File: config.mk
export PLATFORM = sky130hd
export DESIGN_NAME = cnu_minsum
export DESIGN_NICKNAME = d
export VERILOG_FILES = /design/src/rtl/cnu_pkg.sv /design/src/rtl/cnu_magsign.sv /design/src/rtl/cnu_minfind.sv /design/src/rtl/cnu_outlane.sv /design/src/rtl/cnu_minsum.sv
export SDC_FILE = /design/constraint.sdc
export NUM_CORES = 2
export LEC_CHECK = 0
export CAP_MARGIN = 0
export CORE_UTILIZATION = 30
export CTS_CLUSTER_SIZE = 28
export DETAILED_ROUTE_END_ITERATION = 6
export SLEW_MARGIN = 10
export SYNTH_ARGS = -nofsm -noshare
export SYNTH_HDL_FRONTEND = slang
export SYNTH_SLANG_ARGS = --single-unit
File: constraint.sdc
create_clock -name clk -period 5 [get_ports clk]
set_input_delay 0.75 -clock clk [delete_from_list [all_inputs] [get_ports clk]]
set_output_delay 0.75 -clock clk [all_outputs]
set_load 0.02 [all_outputs]
File: src/rtl/cnu_pkg.sv
package cnu_pkg;

  typedef enum logic [1:0] {
    SCL_ONE   = 2'b00,
    SCL_SEVEN = 2'b01,
    SCL_THREE = 2'b10,
    SCL_HALF  = 2'b11
  } scale_mode_e;

  // Normalization by shift-and-add; each shifted term truncates on its own.
  function automatic logic [15:0] shift_scale(input logic [15:0] mag, input scale_mode_e md);
    logic [15:0] r;
    case (md)
      SCL_ONE:   r = mag;
      SCL_SEVEN: r = (mag >> 1) + (mag >> 2) + (mag >> 3);
      SCL_THREE: r = (mag >> 1) + (mag >> 2);
      default:   r = mag >> 1;
    endcase
    return r;
  endfunction

endpackage

File: src/rtl/cnu_magsign.sv
module cnu_magsign #(
  parameter int MSG_W = 8,
  localparam int MAG_W = MSG_W - 1
) (
  input  logic [MSG_W-1:0] msg,
  output logic             sgn,
  output logic [MAG_W-1:0] mag
);
  logic [MSG_W-1:0] negated;
  logic             is_most_neg;

  assign negated     = MSG_W'(-msg);
  assign is_most_neg = (msg == {1'b1, {MAG_W{1'b0}}});
  assign sgn         = msg[MSG_W-1];

  // the most negative code saturates to the largest magnitude
  always_comb begin
    if (is_most_neg)          mag = {MAG_W{1'b1}};
    else if (msg[MSG_W-1])    mag = negated[MAG_W-1:0];
    else                      mag = msg[MAG_W-1:0];
  end
endmodule

File: src/rtl/cnu_minfind.sv
module cnu_minfind #(
  parameter int DEG   = 32,
  parameter int MAG_W = 7,
  localparam int IDX_W = $clog2(DEG)
) (
  input  logic [DEG*MAG_W-1:0] mags,
  input  logic [DEG-1:0]       sgns,
  output logic [MAG_W-1:0]     min1,
  output logic [MAG_W-1:0]     min2,
  output logic [IDX_W-1:0]     min_idx,
  output logic                 parity
);
  // Strict compare keeps the lowest index on ties and lets min2 equal min1.
  always_comb begin
    min1    = {MAG_W{1'b1}};
    min2    = {MAG_W{1'b1}};
    min_idx = '0;
    for (int i = 0; i < DEG; i++) begin
      if (mags[i*MAG_W +: MAG_W] < min1) begin
        min2    = min1;
        min1    = mags[i*MAG_W +: MAG_W];
        min_idx = IDX_W'(i);
      end else if (mags[i*MAG_W +: MAG_W] < min2) begin
        min2 = mags[i*MAG_W +: MAG_W];
      end
    end
  end

  assign parity = ^sgns;
endmodule

File: src/rtl/cnu_outlane.sv
module cnu_outlane
  import cnu_pkg::*;
#(
  parameter int DEG   = 32,
  parameter int MSG_W = 8,
  parameter int LANE  = 0,
  localparam int MAG_W = MSG_W - 1,
  localparam int IDX_W = $clog2(DEG)
) (
  input  logic [MAG_W-1:0] min1,
  input  logic [MAG_W-1:0] min2,
  input  logic [IDX_W-1:0] min_idx,
  input  logic             parity,
  input  logic             own_sgn,
  input  scale_mode_e      mode,
  output logic [MAG_W-1:0] sel_mag,
  output logic [MAG_W-1:0] scaled_mag,
  output logic [MSG_W-1:0] msg
);
  logic             neg;
  logic [MSG_W-1:0] pos_msg;

  // the edge holding the minimum takes the runner-up
  assign sel_mag    = (min_idx == IDX_W'(LANE)) ? min2 : min1;
  assign scaled_mag = MAG_W'(shift_scale(16'(sel_mag), mode));
  // removing own sign from total parity leaves the product of the others
  assign neg        = parity ^ own_sgn;
  assign pos_msg    = {1'b0, scaled_mag};
  assign msg        = neg ? MSG_W'(-pos_msg) : pos_msg;
endmodule

File: src/rtl/cnu_minsum.sv
module cnu_minsum
  import cnu_pkg::*;
#(
  parameter int DEG   = 32,
  parameter int MSG_W = 8,
  localparam int MAG_W = MSG_W - 1,
  localparam int IDX_W = $clog2(DEG),
  localparam int VEC_W = DEG * MSG_W
) (
  input  logic             clk,
  input  logic             rst_n,
  input  logic             in_valid,
  input  logic [VEC_W-1:0] in_msgs,
  input  logic [1:0]       in_mode,
  output logic             out_valid,
  output logic [VEC_W-1:0] out_msgs
);
  logic [DEG*MAG_W-1:0] in_mags;
  logic [DEG-1:0]       in_sgns;
  logic [MAG_W-1:0]     c_min1, c_min2;
  logic [IDX_W-1:0]     c_idx;
  logic                 c_par;

  logic                 s1_valid;
  logic [MAG_W-1:0]     s1_min1, s1_min2;
  logic [IDX_W-1:0]     s1_idx;
  logic                 s1_par;
  logic [DEG-1:0]       s1_sgns;
  scale_mode_e          s1_mode;

  logic [VEC_W-1:0]     lane_msgs;
  logic [DEG*MAG_W-1:0] lane_sel;
  logic [DEG*MAG_W-1:0] lane_scaled;

  for (genvar e = 0; e < DEG; e++) begin : g_split
    cnu_magsign #(.MSG_W(MSG_W)) u_ms (
      .msg (in_msgs[e*MSG_W +: MSG_W]),
      .sgn (in_sgns[e]),
      .mag (in_mags[e*MAG_W +: MAG_W])
    );
  end

  cnu_minfind #(.DEG(DEG), .MAG_W(MAG_W)) u_min (
    .mags    (in_mags),
    .sgns    (in_sgns),
    .min1    (c_min1),
    .min2    (c_min2),
    .min_idx (c_idx),
    .parity  (c_par)
  );

  // Stage 1: row summary
  always_ff @(posedge clk or negedge rst_n) begin
    if (!rst_n) begin
      s1_valid <= 1'b0;
      s1_min1  <= '0;
      s1_min2  <= '0;
      s1_idx   <= '0;
      s1_par   <= 1'b0;
      s1_sgns  <= '0;
      s1_mode  <= SCL_ONE;
    end else begin
      s1_valid <= in_valid;
      if (in_valid) begin
        s1_min1 <= c_min1;
        s1_min2 <= c_min2;
        s1_idx  <= c_idx;
        s1_par  <= c_par;
        s1_sgns <= in_sgns;
        s1_mode <= scale_mode_e'(in_mode);
      end
    end
  end

  for (genvar e = 0; e < DEG; e++) begin : g_lane
    cnu_outlane #(.DEG(DEG), .MSG_W(MSG_W), .LANE(e)) u_lane (
      .min1       (s1_min1),
      .min2       (s1_min2),
      .min_idx    (s1_idx),
      .parity     (s1_par),
      .own_sgn    (s1_sgns[e]),
      .mode       (s1_mode),
      .sel_mag    (lane_sel[e*MAG_W +: MAG_W]),
      .scaled_mag (lane_scaled[e*MAG_W +: MAG_W]),
      .msg        (lane_msgs[e*MSG_W +: MSG_W])
    );

    a_r6_scale_bound: assert property (@(posedge clk) disable iff (!rst_n)
      s1_valid |-> lane_scaled[e*MAG_W +: MAG_W] <= lane_sel[e*MAG_W +: MAG_W]);
    a_r5_no_most_neg: assert property (@(posedge clk) disable iff (!rst_n)
      out_valid |-> out_msgs[e*MSG_W +: MSG_W] != {1'b1, {MAG_W{1'b0}}});
  end

  // Stage 2: scaled output lanes
  always_ff @(posedge clk or negedge rst_n) begin
    if (!rst_n) begin
      out_valid <= 1'b0;
      out_msgs  <= '0;
    end else begin
      out_valid <= s1_valid;
      if (s1_valid) out_msgs <= lane_msgs;
    end
  end

  a_r1_stage1: assert property (@(posedge clk) disable iff (!rst_n)
    in_valid |=> s1_valid);
  a_r1_stage2: assert property (@(posedge clk) disable iff (!rst_n)
    s1_valid |=> out_valid);
  a_r11_no_spurious: assert property (@(posedge clk) disable iff (!rst_n)
    !s1_valid |=> !out_valid);
  a_r11_hold: assert property (@(posedge clk) disable iff (!rst_n)
    !s1_valid |=> $stable(out_msgs));
  a_r4_min_order: assert property (@(posedge clk) disable iff (!rst_n)
    s1_valid |-> s1_min1 <= s1_min2);
endmodule

==> flow_summary_export.csv <==
group,metric,value,unit
timing,hold_violations,0,
grt,grt_max_degree,207,
cts,clockBufferDepth,3,
drt,wl_per_cell,18.8,µm
yosys,async_flop_share,100,%
layout,drive_above_1_share,32.6,%
critical_path,cp_data_arrival_time,50.43,ns
yosys,synth_nets,9286,
cts,clk_latency,0.60,ns
yosys,synthCells,8261,
timing,fmax,20.0,MHz
floorplan,start_util,30.2,%
critical_path,cp_common_cell,"buf_4",
floorplan,dieHeight,458,µm
critical_path,cp.required,5.53,ns
drt,ant_nets,0,
layout,multi_input_area,54600,µm²
critical_path,end_kind,"register",
cts,cts_tree,"yes",
timing,fin_ws,-44.89,ns
floorplan,fp.dieW,458,µm
critical_path,setup.worst_path.class,"input pin to register",
critical_path,cp_top_family,"compound AO/OA/AOI/OAI gates",
cts,htree_levels,2,
critical_path,setup.worst_path.end,"s1_min2[6]$_DFFE_PN0P_",
timing,setup_violations,19,
placement,place.gp.congestion,0.948,
layout,fill_cells,20400,
yosys,yosysUniqueCellTypes,170,
critical_path,r2r_setup_slack,0.24,ns
floorplan,coreArea,207000,µm²
cts,cts_buffers,36,
yosys,ys_seq_area_share,12.5,%
critical_path,r2r-start,"s1_idx[0]$_DFFE_PN0P_",
timing,finalCritPeriodShare,998,%
flow_run,drv_cap,0,
critical_path,cp_slowest_cell,"or4_4",
grt,overflow,0,
timing,max_slew_margin,22.0,%
placement,portBuffers,517,
critical_path,cp-startpoint,"in_msgs[11]",
drt,drt_pre_antenna_iters,6,
worst_hold_path,hold_path.class,"input pin to asynchronous set/reset pin",
outcome,status,"complete, but fails checks",
timing,rsz0062_at_grt,"true",
yosys,yosysWarnings,0,
critical_path,path_max_fanout,7,
critical_path,startpoint_type,"input pin",
yosys,synth-main-ff-cell,"dfrtp_1",
yosys,syn_area_per_cell,7.57,µm²
timing,tightest_slew,1.17,ns
cts,clkTransAtPathRegs,0.08,ns
timing,post-route-min-period,49.89,ns
grt,grt_pass1_vias,69900,
layout,fin_util,43.7,%
grt,grt_pass1_wl,387,mm
timing,drv_slew,0,
critical_path,crit_buf_inv,41,
floorplan,dieArea,210000,µm²
critical_path,r2r_end,"out_msgs[103]$_DFFE_PN0P_",
layout,seq_area,7840,µm²
critical_path,crit_path_max_incr_delay,0.52,ns
layout,nNetsFinal,11600,
floorplan,row_count,167,
placement,dp_hpwl,198,mm
layout,syn2layout_area_growth,44.7,%
yosys,ys_ff_latch,312,
timing,skew,0.0423,ns
cts,cts_hold_buf,0,
grt,antenna_found_initial,4,
yosys,synth_edf_count,0,
outcome,failed_checks,"negative setup slack",
drt,drc,0,
critical_path,cp.depth,282,
drt,vias,70100,
yosys,netlist_area,62500,µm²
cts,clockRootBuffer,"clkbuf_16",
drt,drtIter0Drc,4456,
drt,via_per_inst,5.25,
cts,cts.sinks,312,
critical_path,reg2reg_depth,18,
timing,fin_setup_tns,-797.45,ns
grt,grt_usage,22.9,%
floorplan,pin_count,518,
drt,drt-total-wl,252,mm
[synthesized netlist by cell type (64+ instances only)]
| master | count | area (µm²) |
|---|---|---|
| nor2_1 | 1030 | 3870 |
| a21o_1 | 168 | 1260 |
| mux2i_1 | 260 | 2600 |
| nand2_1 | 814 | 3060 |
| inv_1 | 385 | 1450 |
| a21oi_1 | 868 | 4340 |
| o22ai_1 | 73 | 457 |
| clkbuf_1 | 308 | 1160 |
| nor2b_1 | 88 | 551 |
| xor2_1 | 262 | 2290 |
| or3_1 | 69 | 432 |
| o21ai_0 | 468 | 2340 |
| nand3_1 | 158 | 791 |
| o211ai_1 | 130 | 976 |
| xnor2_1 | 346 | 3030 |
| a31oi_1 | 109 | 682 |
| mux2_2 | 352 | 3960 |
| ha_1 | 700 | 8760 |
| fa_1 | 64 | 1280 |
| dfrtp_1 | 312 | 7810 |
[worst min path at each step]
stage | startpoint | end | cells after the start
after floorplan | s1_valid$_DFF_PN0_ | out_valid$_DFF_PN0_ | 0
after global placement | out_msgs[130]$_DFFE_PN0P_ | out_msgs[130]$_DFFE_PN0P_ | 1
after detailed placement | out_msgs[225]$_DFFE_PN0P_ | out_msgs[225]$_DFFE_PN0P_ | 1
after CTS | rst_n | out_msgs[242]$_DFFE_PN0P_ | 1
after global routing | rst_n | out_msgs[242]$_DFFE_PN0P_ | 1
final | rst_n | out_msgs[242]$_DFFE_PN0P_ | 1
[repair_timing]
action	in CTS	in global routing
pin swaps	247	149
endpoints found under the hold margin	0	0
buffers inserted	241	71
endpoints found under the setup margin	38	95
gates resized for setup	381	234
gates cloned	7	0
[cells by family after synthesis]
logic type / count (synthesis) / synth area share [%]
muxes: 662 / 12.1
buffers and inverters: 802 / 5.77
and+or+nand+nor: 2684 / 20.1
xor gates and xnor gates: 609 / 8.54
DFF: 312 / 12.5
AOI/OAI and AO/OA: 2421 / 24.8
adders and majority gates: 771 / 16.2
[metrics by stage]
stage | hold WS, ns | worst slack, ns | area (µm²) | cells
2_1_floorplan | 0.352 | -43.97 | 64000 | 8261
3_3_place_gp | 0.491 | -44.66 | 84400 | 13000
3_5_place_dp | 0.495 | -46.05 | 84400 | 13000
4_1_cts | 0.160 | -43.57 | 89000 | 13300
5_1_grt | 0.206 | -47.22 | 90500 | 13400
6_report | 0.168 | -44.89 | 90500 | 13400
[worst register-to-register path: stages (launching register included)]
cell	delay [ns]
dfrtp_2	0.50
buf_4	0.18
nor3b_4	0.26
buf_4	0.18
nand2_2	0.16
mux2i_2	0.28
inv_2	0.11
ha_1	0.22
fa_1	0.40
xor2_1	0.23
ha_1	0.31
a21o_1	0.21
a21oi_1	0.22
xnor2_1	0.15
a21oi_1	0.08
o21ai_0	0.41
and3b_1	0.26
a31oi_1	0.15
mux2_2	0.32
[registers in the layout, summed over array words and instances, names as in the netlist]
| register | cells |
|---|---|
| s1_valid | 1 |
| s1_sgns | 32 |
| s1_mode | 2 |
| out_valid | 1 |
| s1_min2 | 7 |
| s1_idx | 5 |
| out_msgs | 256 |
| s1_min1 | 7 |
| s1_par | 1 |
[layout make-up]
cell class | instances | area share (%)
Timing Repair Buffer | 2659 | 24.1
Antenna cell | 3 | 0.00830
Tap cell | 2788 | 3.86
Inverter | 386 | 1.64
Multi-Input combinational cell | 7151 | 60.3
Clock inverter | 22 | 0.318
Clock buffer | 42 | 1.06
Sequential cell | 312 | 8.67
[placed cells by master, fill, tap and decap left out, types with 99 or more instances in the layout]
master,Yosys,final
mux2i_1,260,226
a21o_1,168,166
inv_1,385,373
o21ai_1,28,107
a21oi_1,868,737
nand3_1,158,137
clkdlybuf4s50_1,0,503
buf_4,8,2070
dfrtp_1,312,289
o211ai_1,130,130
mux2_2,352,341
a21oi_2,13,124
nand2_1,814,793
xnor2_1,346,346
xor2_1,262,260
ha_1,700,648
nor2_1,1030,995
a31oi_1,109,99
o21ai_0,468,320
[per-layer routing]
metal / share of wire [%] / wire length [µm] / track usage, %
met1: 43 / 107000 / 28.1
met2: 47 / 119000 / 39.3
met4: 6.4 / 16100 / 13.0
met3: 3.9 / 9730 / 1.69
met5: 0 / 0 / 0
Power is not shown: default switching activity piles up to over one toggle a cycle in this logic, so the estimate is an artifact.
